**config.mk**
```make
export PLATFORM = sky130hd
export DESIGN_NAME = tape_ctl_if
export DESIGN_NICKNAME = d
export VERILOG_FILES = /design/src/rtl/tci_pkg.sv /design/src/rtl/tci_cmd_reg.sv /design/src/rtl/tci_unit_table.sv /design/src/rtl/tci_status.sv /design/src/rtl/tci_go_check.sv /design/src/rtl/tape_ctl_if.sv
export SDC_FILE = /design/constraint.sdc
export NUM_CORES = 1
export LEC_CHECK = 0
export ABC_AREA = 1
export BUFFER_PORTS_ARGS = -buffer_cell sky130_fd_sc_hd__buf_2
export CAP_MARGIN = 10
export CELL_PAD_IN_SITES_DETAIL_PLACEMENT = 1
export CELL_PAD_IN_SITES_GLOBAL_PLACEMENT = 2
export CORE_UTILIZATION = 25
export CTS_BUF_LIST = sky130_fd_sc_hd__clkbuf_8
export DETAILED_ROUTE_END_ITERATION = 8
export PLACE_DENSITY_LB_ADDON = 0.1
export SLEW_MARGIN = 5
export SYNTH_ARGS = -nofsm -noshare
export SYNTH_HDL_FRONTEND = slang
export SYNTH_HIERARCHICAL = 1
export SYNTH_SLANG_ARGS = --single-unit
export TNS_END_PERCENT = 5
```
**constraint.sdc**
```tcl
create_clock -name clk -period 2.9 [get_ports clk]
set_input_delay 0.58 -clock clk [delete_from_list [all_inputs] [get_ports clk]]
set_output_delay 0.58 -clock clk [all_outputs]
set_load 0.01 [all_outputs]
```
**src/rtl/tci_pkg.sv**
```systemverilog
package tci_pkg;
  localparam int WORD_W = 18;
  localparam int UNIT_W = 3;
  localparam int FUNC_W = 3;

  typedef enum logic [FUNC_W-1:0] {
    FN_IDLE     = 3'd0,
    FN_REWIND   = 3'd1,
    FN_READ     = 3'd2,
    FN_COMPARE  = 3'd3,
    FN_WRITE    = 3'd4,
    FN_MARK     = 3'd5,
    FN_SKIP_FWD = 3'd6,
    FN_SKIP_REV = 3'd7
  } func_e;

  // per-drive marks
  typedef struct packed {
    logic rew;
    logic bot;
    logic eof;
    logic eot;
  } unit_mark_t;

  // controller-owned flags
  typedef struct packed {
    logic ill;
    logic par;
    logic cmp;
    logic len;
    logic late;
    logic bad;
    logic done;
  } ctl_flags_t;

  localparam logic [5:0] OP_TEST_UNIT = 6'o01;
  localparam logic [5:0] OP_TEST_CTL  = 6'o21;
  localparam logic [5:0] OP_TEST_FLAG = 6'o41;
  localparam logic [5:0] OP_RD_CMD    = 6'o02;
  localparam logic [5:0] OP_RD_STAT   = 6'o42;
  localparam logic [5:0] OP_GO        = 6'o04;
  localparam logic [5:0] CLR_MASK     = 6'o62;
  localparam logic [5:0] CLR_MATCH    = 6'o22;
  localparam logic [5:0] LD_MASK      = 6'o64;
  localparam logic [5:0] LD_MATCH     = 6'o24;

  localparam logic [WORD_W-1:0] CMD_KEEP = 18'o770700;
  localparam logic [WORD_W-1:0] CMD_VIS  = 18'o777700;

  localparam int CMD_UNIT_LSB = 15;
  localparam int CMD_FUNC_LSB = 9;
  localparam int CMD_IE_BIT   = 8;

  function automatic logic [WORD_W-1:0] pack_status(unit_mark_t m, ctl_flags_t f);
    logic err;
    err = m.bot | m.eof | m.eot | f.ill | f.par | f.cmp | f.len | f.late | f.bad;
    return {err, m.rew, m.bot, f.ill, f.par, m.eof, m.eot,
            f.cmp, f.len, f.late, f.bad, f.done, 6'b000000};
  endfunction
endpackage

```
**src/rtl/tci_cmd_reg.sv**
```systemverilog
module tci_cmd_reg
  import tci_pkg::*;
(
  input  logic              clk,
  input  logic              rst_n,
  input  logic              clr_en,
  input  logic              ld_en,
  input  logic [WORD_W-1:0] acc,
  output logic [WORD_W-1:0] cmd
);
  logic [WORD_W-1:0] base;
  logic [WORD_W-1:0] nxt;

  always_comb begin
    base = clr_en ? '0 : cmd;
    nxt  = ld_en ? ((base & CMD_KEEP) | (acc & CMD_VIS)) : base;
  end

  always_ff @(posedge clk or negedge rst_n) begin
    if (!rst_n)               cmd <= '0;
    else if (clr_en || ld_en) cmd <= nxt;
  end
endmodule

```
**src/rtl/tci_unit_table.sv**
```systemverilog
module tci_unit_table
  import tci_pkg::*;
#(
  parameter int NUM_UNITS = 8
) (
  input  logic                 clk,
  input  logic                 rst_n,
  input  logic                 start_en,
  input  logic [UNIT_W-1:0]    start_unit,
  input  logic                 start_rew,
  input  logic                 evt_valid,
  input  logic [UNIT_W-1:0]    evt_unit,
  input  logic [2:0]           evt_mark,
  input  logic [UNIT_W-1:0]    sel_unit,
  output unit_mark_t           sel_mark,
  output logic [NUM_UNITS-1:0] rew_vec
);
  unit_mark_t [NUM_UNITS-1:0] marks;

  for (genvar u = 0; u < NUM_UNITS; u++) begin : g_unit
    unit_mark_t mark_q;
    always_ff @(posedge clk or negedge rst_n) begin
      if (!rst_n)
        mark_q <= '0;
      else if (evt_valid && evt_unit == UNIT_W'(u))
        mark_q <= '{rew: 1'b0, bot: evt_mark[2], eof: evt_mark[1], eot: evt_mark[0]};
      else if (start_en && start_unit == UNIT_W'(u))
        mark_q <= start_rew ? '{rew: 1'b1, bot: 1'b0, eof: 1'b0, eot: 1'b0} : '0;
    end
    assign marks[u]   = mark_q;
    assign rew_vec[u] = mark_q.rew;
  end

  always_comb begin
    sel_mark = '0;
    for (int i = 0; i < NUM_UNITS; i++)
      if (sel_unit == UNIT_W'(i)) sel_mark = marks[i];
  end
endmodule

```
**src/rtl/tci_status.sv**
```systemverilog
module tci_status
  import tci_pkg::*;
(
  input  logic              clk,
  input  logic              rst_n,
  input  logic              clr_done,
  input  logic              clr_all,
  input  logic              set_ill,
  input  logic              start_clear,
  input  logic              evt_hit,
  input  logic [4:0]        evt_flags,
  input  unit_mark_t        sel_mark,
  output logic [WORD_W-1:0] status_word
);
  ctl_flags_t flags_q;
  ctl_flags_t flags_d;

  always_comb begin
    flags_d = flags_q;
    if (clr_done)    flags_d.done = 1'b0;
    if (clr_all)     flags_d = '0;
    if (set_ill)     flags_d.ill = 1'b1;
    if (start_clear) flags_d = '0;
    if (evt_hit)     flags_d = flags_d | ctl_flags_t'({1'b0, evt_flags, 1'b1});
  end

  always_ff @(posedge clk or negedge rst_n) begin
    if (!rst_n) flags_q <= '0;
    else        flags_q <= flags_d;
  end

  assign status_word = pack_status(sel_mark, flags_q);
endmodule

```
**src/rtl/tci_go_check.sv**
```systemverilog
module tci_go_check
  import tci_pkg::*;
(
  input  logic              go_en,
  input  logic [FUNC_W-1:0] func,
  input  logic              ctl_busy,
  input  logic              unit_active,
  input  logic              unit_attached,
  input  logic              unit_wprot,
  input  logic              unit_at_bot,
  output logic              reject,
  output logic              accept
);
  logic backward;
  logic writes;
  logic bad;

  always_comb begin
    backward = (func == FN_REWIND) || (func == FN_SKIP_REV);
    writes   = (func == FN_WRITE) || (func == FN_MARK);
    bad      = ctl_busy || unit_active || (backward && unit_at_bot) ||
               (writes && unit_wprot) || !unit_attached || (func == FN_IDLE);
    reject   = go_en && bad;
    accept   = go_en && !bad;
  end
endmodule

```
**src/rtl/tape_ctl_if.sv**
```systemverilog
module tape_ctl_if
  import tci_pkg::*;
#(
  parameter int NUM_UNITS = 8
) (
  input  logic                 clk,
  input  logic                 rst_n,
  input  logic                 iot_strobe,
  input  logic [5:0]           iot_code,
  input  logic [WORD_W-1:0]    iot_acc,
  output logic [WORD_W-1:0]    iot_data,
  output logic                 iot_skip,
  input  logic [NUM_UNITS-1:0] drv_active,
  input  logic [NUM_UNITS-1:0] drv_attached,
  input  logic [NUM_UNITS-1:0] drv_wprot,
  input  logic [NUM_UNITS-1:0] drv_at_bot,
  input  logic                 done_valid,
  input  logic [UNIT_W-1:0]    done_unit,
  input  logic [4:0]           done_flags,
  input  logic [2:0]           done_mark,
  output logic                 start_valid,
  output logic [UNIT_W-1:0]    start_unit,
  output logic [FUNC_W-1:0]    start_func,
  output logic                 irq
);
  logic [WORD_W-1:0]    cmd_q;
  logic [WORD_W-1:0]    stat_word;
  logic [UNIT_W-1:0]    sel_unit;
  logic [FUNC_W-1:0]    cur_func;
  logic [NUM_UNITS-1:0] rew_vec;
  unit_mark_t           sel_mark;
  logic                 ctl_busy;
  logic                 is_clr, is_ld, is_go;
  logic                 go_reject, go_accept;
  logic                 sel_act, sel_att, sel_wp, sel_bot;

  assign sel_unit = cmd_q[CMD_UNIT_LSB +: UNIT_W];
  assign cur_func = cmd_q[CMD_FUNC_LSB +: FUNC_W];
  assign ctl_busy = |(drv_active & ~rew_vec);
  assign is_clr   = iot_strobe && ((iot_code & CLR_MASK) == CLR_MATCH);
  assign is_ld    = iot_strobe && ((iot_code & LD_MASK) == LD_MATCH);
  assign is_go    = iot_strobe && (iot_code == OP_GO);

  always_comb begin
    sel_act = 1'b0;
    sel_att = 1'b0;
    sel_wp  = 1'b0;
    sel_bot = 1'b0;
    for (int u = 0; u < NUM_UNITS; u++) begin
      if (sel_unit == UNIT_W'(u)) begin
        sel_act = drv_active[u];
        sel_att = drv_attached[u];
        sel_wp  = drv_wprot[u];
        sel_bot = drv_at_bot[u];
      end
    end
  end

  tci_cmd_reg u_cmd (
    .clk    (clk),
    .rst_n  (rst_n),
    .clr_en (is_clr && !ctl_busy),
    .ld_en  (is_ld),
    .acc    (iot_acc),
    .cmd    (cmd_q)
  );

  tci_go_check u_go (
    .go_en         (is_go),
    .func          (cur_func),
    .ctl_busy      (ctl_busy),
    .unit_active   (sel_act),
    .unit_attached (sel_att),
    .unit_wprot    (sel_wp),
    .unit_at_bot   (sel_bot),
    .reject        (go_reject),
    .accept        (go_accept)
  );

  tci_unit_table #(.NUM_UNITS(NUM_UNITS)) u_units (
    .clk        (clk),
    .rst_n      (rst_n),
    .start_en   (go_accept),
    .start_unit (sel_unit),
    .start_rew  (cur_func == FN_REWIND),
    .evt_valid  (done_valid),
    .evt_unit   (done_unit),
    .evt_mark   (done_mark),
    .sel_unit   (sel_unit),
    .sel_mark   (sel_mark),
    .rew_vec    (rew_vec)
  );

  tci_status u_stat (
    .clk         (clk),
    .rst_n       (rst_n),
    .clr_done    (is_clr),
    .clr_all     (is_clr && !ctl_busy),
    .set_ill     (go_reject),
    .start_clear (go_accept && (cur_func != FN_REWIND)),
    .evt_hit     (done_valid && (done_unit == sel_unit)),
    .evt_flags   (done_flags),
    .sel_mark    (sel_mark),
    .status_word (stat_word)
  );

  always_comb begin
    iot_data = iot_acc;
    iot_skip = 1'b0;
    if (iot_strobe) begin
      unique case (iot_code)
        OP_RD_CMD:    iot_data = cmd_q & CMD_VIS;
        OP_RD_STAT:   iot_data = stat_word;
        OP_TEST_UNIT: iot_skip = !sel_act;
        OP_TEST_CTL:  iot_skip = !ctl_busy;
        OP_TEST_FLAG: iot_skip = stat_word[17] || stat_word[6];
        default: ;
      endcase
    end
  end

  always_ff @(posedge clk or negedge rst_n) begin
    if (!rst_n) begin
      start_valid <= 1'b0;
      start_unit  <= '0;
      start_func  <= '0;
    end else begin
      start_valid <= go_accept;
      if (go_accept) begin
        start_unit <= sel_unit;
        start_func <= cur_func;
      end
    end
  end

  assign irq = (stat_word[17] || stat_word[6]) && !cmd_q[CMD_IE_BIT];
endmodule

```
; ---- Yosys cells after proc, flatten, opt, wreduce, memory -nomap -nowiden
; Cells that the tools add are included.
[totals]
ff_bits = 64
inputBits = 71
output_inout_bits = 27
[classes]
eq_ne = 28
mux = 68
bitwise = 12
reduce_logical = 55
[ops]
columns = cell, count
row1 = two-way mux 4 bit, 25
row2 = two-way mux 18 bit, 3
row3 = one-hot mux 18 bit (2 select lines), 1
row4 = two-way mux 1 bit, 35
row5 = equality test 3 bit (second input constant), 11
row6 = logical AND 1 bit, 27
row7 = two-way mux 7 bit, 3
row8 = equality test 3 x 2 -> 1 bit (second input constant), 6
row9 = OR 18 bit, 1
row10 = nonzero test 2 bit, 9
row11 = equality test 6 bit (second input constant), 2
row12 = equality test 3 x 1 -> 1 bit (second input constant), 3
row13 = zero test 3 bit, 3
row14 = logical OR 1 bit, 9
row15 = AND 8 bit, 1
row16 = NOT 8 bit, 1
row17 = OR 1 bit, 8
row18 = OR reduction 8 bit, 1
row19 = OR 7 x 6 -> 7 bit, 1
row20 = equality test 6 x 1 -> 1 bit (second input constant), 1
row21 = equality test 6 x 2 -> 1 bit (second input constant), 1
row22 = equality test 6 x 3 -> 1 bit (second input constant), 1
row23 = equality test 6 x 5 -> 1 bit (second input constant), 1
row24 = zero test 1 bit, 5
row25 = 4 further kinds, 4

; ---- Logic depth before layout (Yosys ltp)
; Gate-level depths: netlist of the first run.
[logic_depth]
ltp_word = 20
mapped_depth = 19

; ---- Modules after synthesis
; Netlist of the first run, hierarchy kept.
[by_module_without_submodules]
columns = module, n_inst, cells_per_inst, area_per_inst_um2, seq_area_each_um2
row1 = tci_unit_table, 1, 209, 1669.1, 800.8
row2 = tape_ctl_if, 1, 197, 1149.9, 175.2
row3 = tci_cmd_reg, 1, 58, 503.0, 300.3
row4 = tci_status, 1, 47, 377.9, 175.2
row5 = tci_go_check, 1, 22, 88.8, 0.0

; ---- Worst setup path before layout of the first run
; No wires, ideal clock.
[synth_path]
path_kind = reg2out
start = register u_cmd.cmd[16]
end = output port iot_skip
t_arrival_ns = 2.021
path_slack_ns = 0.299
stages_incl_launch_ff = 14
path_buffers = 1
path_cell_list = dfrtp_1 -> buf_6 -> inv_6 -> nor3_1 -> nand2_1 -> nand4_1 -> nor2_1 -> nand2_1 -> nor2_1 -> nand2_1 -> nor2_1 -> o41ai_1 -> inv_1 -> a21oi_2
[synth_rtl]
columns = item, line_no
row1 = from (decl), tci_cmd_reg.sv:9  ; output logic [WORD_W-1:0] cmd
row2 = from (signal assigned), tci_cmd_reg.sv:21  ; else if (clr_en || ld_en) cmd <= nxt;
row3 = to (decl), tape_ctl_if.sv:12  ; output logic iot_skip,

==> results of run 1 <==
-- worst max-delay path: stages, from the launching register on --
cell and delay [ns]:
dfrtp_1 0.38, buf_4 0.14, buf_12 0.15, nand4_1 0.09, nand4_1 0.14, nor2_2 0.13, nand4_1 0.13, nor2_1 0.14
nand2_1 0.06, nor2_1 0.09, nand2_1 0.09, nor2_2 0.16, o41ai_2 0.08, inv_1 0.07, a21oi_2 0.05, buf_2 0.13
-- cell type report --
| cell class | instances | share of cell area |
|---|---|---|
| multi-input cells | 368 | 0.389 |
| flip-flops and latches | 58 | 0.302 |
| repair buffers | 132 | 0.163 |
| inverters | 74 | 0.0614 |
| well taps | 184 | 0.0479 |
| clock buffers | 11 | 0.0315 |
| clock inverters | 4 | 0.00416 |
-- routing by layer --
metal  wire [µm]  part of all wire  track usage
met2        6370              0.47        0.298
met1        6470              0.47        0.238
met5           0                 0            0
met4         279             0.020       0.0780
met3         521             0.038       0.0378
-- sequential cells by signal, summed over array words and instances (netlist names) --
name / flops
u_units/rew_vec: 8
start_valid: 1
u_stat/status_word: 7
start_func: 3
start_unit: 3
u_cmd/cmd: 12
u_units/g_unit.mark_q: 24
-- final timing paths --
kind | depth (start not counted) | slack [ns] | endpoint | startpoint
min in group clk | 3 | 0.42 | u_stat/status_word[7]$_DFF_PN0_ | done_flags[0]
max in group asynchronous | 2 | 2.00 | u_stat/status_word[9]$_DFF_PN0_ | rst_n
hold / removal | 1 | 0.27 | start_unit[2]$_DFFE_PN0P_ | rst_n
hold reg to reg | 2 | 0.47 | start_func[0]$_DFFE_PN0P_ | start_func[0]$_DFFE_PN0P_
setup / recovery | 15 | -0.07 | iot_skip | u_cmd/cmd[15]$_DFFE_PN0P_
setup reg to reg | 18 | 0.21 | u_units/g_unit[2].mark_q[1]$_DFFE_PN0P_ | u_cmd/cmd[15]$_DFFE_PN0P_
-- cells in the final DEF (no fill, tap or decap), types with 5 or more instances in the layout --
| master | n |
|---|---|
| nand4_1 | 25 |
| a22oi_1 | 11 |
| buf_4 | 32 |
| nor2_2 | 5 |
| inv_1 | 67 |
| o21ai_1 | 11 |
| clkbuf_8 | 11 |
| nand3_1 | 42 |
| conb_1 | 6 |
| dfrtp_1 | 56 |
| buf_2 | 97 |
| nand2_1 | 125 |
| a21oi_1 | 17 |
| nand2_2 | 6 |
| o21ai_0 | 26 |
| nor3_2 | 8 |
| nor2_1 | 41 |
| o22ai_1 | 23 |
-- through the flow --
| stage | instances | area [µm²] | utilization | total power, mW | hold slack [ns] |
|---|---|---|---|---|---|
| CTS | 829 | 4750 | 0.326 | 2.58 | 0.275 |
| finish | 831 | 4810 | 0.330 | 2.55 | 0.265 |
| floorplan | 531 | 3760 | - | 1.52 | 0.284 |
| global placement | 808 | 4490 | 0.308 | 1.81 | 0.454 |
| global route | 831 | 4810 | 0.330 | 2.74 | 0.300 |
| detailed placement | 808 | 4490 | 0.308 | 1.83 | 0.460 |
-- repair_timing --
action	CTS	global route
pin swaps	3	3
buffers inserted	6	2
gates resized for setup	12	16
endpoints found under the setup margin	3	43
-- power by group through the flow --
stage | sequential, mW | clock (mW) | combinational, mW
2_1_floorplan | 1.04 | 0 | 0.481
3_3_place_gp | 1.07 | 0 | 0.745
3_5_place_dp | 1.07 | 0 | 0.758
4_1_cts | 1.06 | 0.704 | 0.819
5_1_grt | 1.07 | 0.749 | 0.919
6_report | 1.05 | 0.679 | 0.820
==> reports/metrics.yaml, run 1 <==
syn2layout_area_growth_pct: 28.6
drtIter0Drc: 186
start_kind: "flop"
cts_max_level: 3
worst-setup-path-type: "flop to output port"
grtUsageTotal: 0.184
setup_violations: 2
drc: 0
cts.sinks: 58
grt_pass1_vias: 4134
root_buffer: "clkbuf_8"
path_clk_slew_ns: 0.06
diodes: 0
postSynthCellCount: 526
p_leak_nw: 2.42
ant_nets: 0
clk_latency_ns: 0.36
fin_nets: 714
post-route-min-period_ns: 2.97
holdBufCountCts: 0
register_area_um2: 1450
pwr-share-comb: 0.321
hold_path_class: "primary input to async pin"
p_sw_uw: 923
tns_ns: -0.101
clk_path_buf_depth: 2
grt_overflow: 0
die_area_um2: 15500
seqPwrFrac: 0.413
vias: 3924
core_um2: 14600
p_sw_frac: 0.361
antenna_found_initial: 0
die_h_um: 124
netlist_area_um2: 3740
worstSetupEndpointType: "output port"
post-route-period-util: 1.02
worst_ir_drop_vdd_mv: 0.191
first_pass_iters: 4
setup_ws_ns: -0.0672
status: "finished, violations left"
violations: "negative setup slack"
p_clk_frac: 0.266
pre_cts_slack_ns: -0.128
syn_area_per_cell_um2: 7.11
gp_congestion: 0.776
ioPinCount: 98
vias_per_cell: 4.72
worst_clock_skew_ns: 0.0103
rows: 44
intPower_mw: 1.63
grt_max_degree: 32
start_util: 0.256
final_hold_viol_count: 0
cts_tree: "yes"
slew_violations: 0
crit_arrival_ns: 2.39
grt_pass1_wl_mm: 22.1
cp_data_required_time_ns: 2.32
drive_gt1_frac: 0.291
dpl.hpwl_mm: 10.7
numCtsBuffers: 9
rsz0062_at_grt: "true"
die_x_um: 124
drt_wl_total_mm: 13.6
worst_slew_pin_slew_ns: 0.773
nFillCells: 1844
max_freq_mhz: 337
p_per_area_nw_per_um2: 531
worstPathMaxFanout: 18
cap_viol_max_count: 0
slew_headroom: 0.483
yosysWarnings: 6
wl_per_cell_um: 16.4
port_buffers: 97
multiInputGateArea_um2: 1870
Note: power is estimated with default switching activity, not from simulation.
==> inputs of run 2 (changes only) <==
==> constraint.sdc (replaced) <==
create_clock -name clk -period 3 [get_ports clk]
set_input_delay 0 -clock clk [delete_from_list [all_inputs] [get_ports clk]]
set_output_delay 0 -clock clk [all_outputs]
set_load 0.01 [all_outputs]
==> run 2 against run 1 <==
  * The run now ends clean
  * Core utilization down 0.49 points
  * Power down 5.4%
  * Wire length up 0.34%
  * Largest cell class unchanged
  * Critical path type unchanged
==> reports/metrics.yaml, run 2 (synthesized netlist as in run 1, its figures left out) <==
diodes: 0
setup_violations: 0
reg2reg_slack_ns: 0.28
clk_path_buf_depth: 2
routed.top_layer: "met4"
path_clk_slew_ns: 0.07
path_common_cell: "nor2_1"
nFillCells: 1875
first_pass_iters: 4
drive_gt1_frac: 0.237
slew_headroom: 0.368
worstPathMaxFanout: 19
mostFrequentLayoutCell: "nand2_1"
final_core_util: 0.325
start_util: 0.256
worst_r2r_path_depth: 17
max_freq_mhz: 351
antenna_found_initial: 0
post-route-period-util: 0.951
clk_latency_ns: 0.35
status: "finished clean"
setup_ws_ns: 0.148
cts_tree: "yes"
register_area_um2: 1450
slew_violations: 0
worstSetupEndpointType: "output port"
dr_wl_met2_mm: 6.44
crit_slowest_cell: "dfrtp_2"
rsz0062_at_grt: "true"
worst_clock_skew_ns: 0.00668
dpl.hpwl_mm: 10.4
vias: 3852
met1Wirelength_mm: 6.62
port_buffers: 97
cp_data_required_time_ns: 3.00
drc: 0
crit_family: "simple AND/OR/NAND/NOR gates"
post-route-min-period_ns: 2.85
core_um2: 14600
start_kind: "flop"
power_mw: 2.42
cts.sinks: 58
drtIter0Drc: 229
p_per_area_nw_per_um2: 510
syn2layout_area_growth_pct: 26.7
rows: 44
worst-setup-path-type: "flop to output port"
grt_pass1_wl_mm: 22.6
drt_wl_total_mm: 13.7
worst_slew_pin_slew_ns: 0.944
cap_viol_max_count: 0
final-instance-count-excl-fill: 825
numCtsBuffers: 9
cts_max_level: 3
ioPinCount: 98
ant_nets: 0
grt_max_degree: 48
grtUsageTotal: 0.188
vias_per_cell: 4.67
largest_register: "u_units/g_unit.mark_q"
cp_num_buf_inv: 4
r2r-end: "u_units/rew_vec[3]$_DFFE_PN0P_"
grt_pass1_vias: 4143
die_x_um: 124
die_area_um2: 15500
critPathMaxStageDelay_ns: 0.46
worst_ir_drop_vdd_mv: 0.182
die_h_um: 124
multiInputGateArea_um2: 1810
root_buffer: "clkbuf_8"
wl_per_cell_um: 16.6
p_leak_nw: 2.36
hold_path_class: "primary input to async pin"
hold_ws_ns: 0.0641
pre_cts_slack_ns: 0.231
final_hold_viol_count: 0
crit_arrival_ns: 2.85
worstReg2RegStart: "u_cmd/cmd[15]$_DFFE_PN0P_"
largest_reg_flops: 24
dr_wl_met3_um: 400
place_inst: 791
fin_nets: 708
grt_overflow: 0
gp_congestion: 0.787
final_cell_mix: "nand2_1 (129), buf_2 (97), inv_1 (67), dfrtp_1 (56), nor2_1 (45)"
worstPathCellList: "buf_4 > inv_2 > nand4_1 > nand4_1 > nor2_1 > nand4_1 > nor2_1 > nand2_1 > nor2_1 > nand2_1 > nor2_1 > o41ai_1 > inv_1 > a21oi_2 > buf_2"
[run 2: report_power, final]
group / total [mW] / internal [mW] / leakage, nW / switching [mW]
combinational: 0.678 / 0.250 / 1.55 / 0.428
sequential: 1.02 / 0.912 / 0.708 / 0.107
clock: 0.720 / 0.393 / 0.105 / 0.327
total: 2.42 / 1.55 / 2.36 / 0.862
[run 2: worst max path at each step]
stage,startpoint,end,slack [ns],cells past startpoint
floorplan,u_cmd/cmd[16]$_DFFE_PN0P_,u_stat/status_word[10]$_DFF_PN0_,0.46,19
global placement,u_cmd/cmd[17]$_DFFE_PN0P_,iot_skip,0.29,14
detailed placement,u_cmd/cmd[17]$_DFFE_PN0P_,u_units/rew_vec[3]$_DFFE_PN0P_,0.23,17
CTS,u_cmd/cmd[17]$_DFFE_PN0P_,iot_skip,0.05,14
global route,u_cmd/cmd[17]$_DFFE_PN0P_,iot_skip,-0.09,15
finish,u_cmd/cmd[17]$_DFFE_PN0P_,iot_skip,0.15,15
[run 2: layer usage]
layer,track usage,up-vias
li1,-,1950
met1,0.250,1801
met2,0.308,87
met3,0.0275,14
met4,0.0687,0
met5,0,-
[run 2: per-stage QoR]
stage	area, µm²	TNS [ns]
6_report	4740	0
3_5_place_dp	4320	0
5_1_grt	4740	-0.283
3_3_place_gp	4320	0
4_1_cts	4700	0
2_1_floorplan	3760	0
[run 2: layout make-up]
class                           instances  area share
Multi-Input combinational cell        368       0.383
Clock inverter                          5      0.0100
Inverter                               74      0.0618
Sequential cell                        58       0.307
Timing Repair Buffer                  126       0.161
Clock buffer                           10      0.0291
Tap cell                              184      0.0486
[run 2: what timing repair did]
item | in CTS | in global routing
setup buffers | 0 | 0
endpoints found under the hold margin | 63 | 0
resized for setup | 3 | 6
hold buffers | 18 | 0
endpoints found under the setup margin | 1 | 27
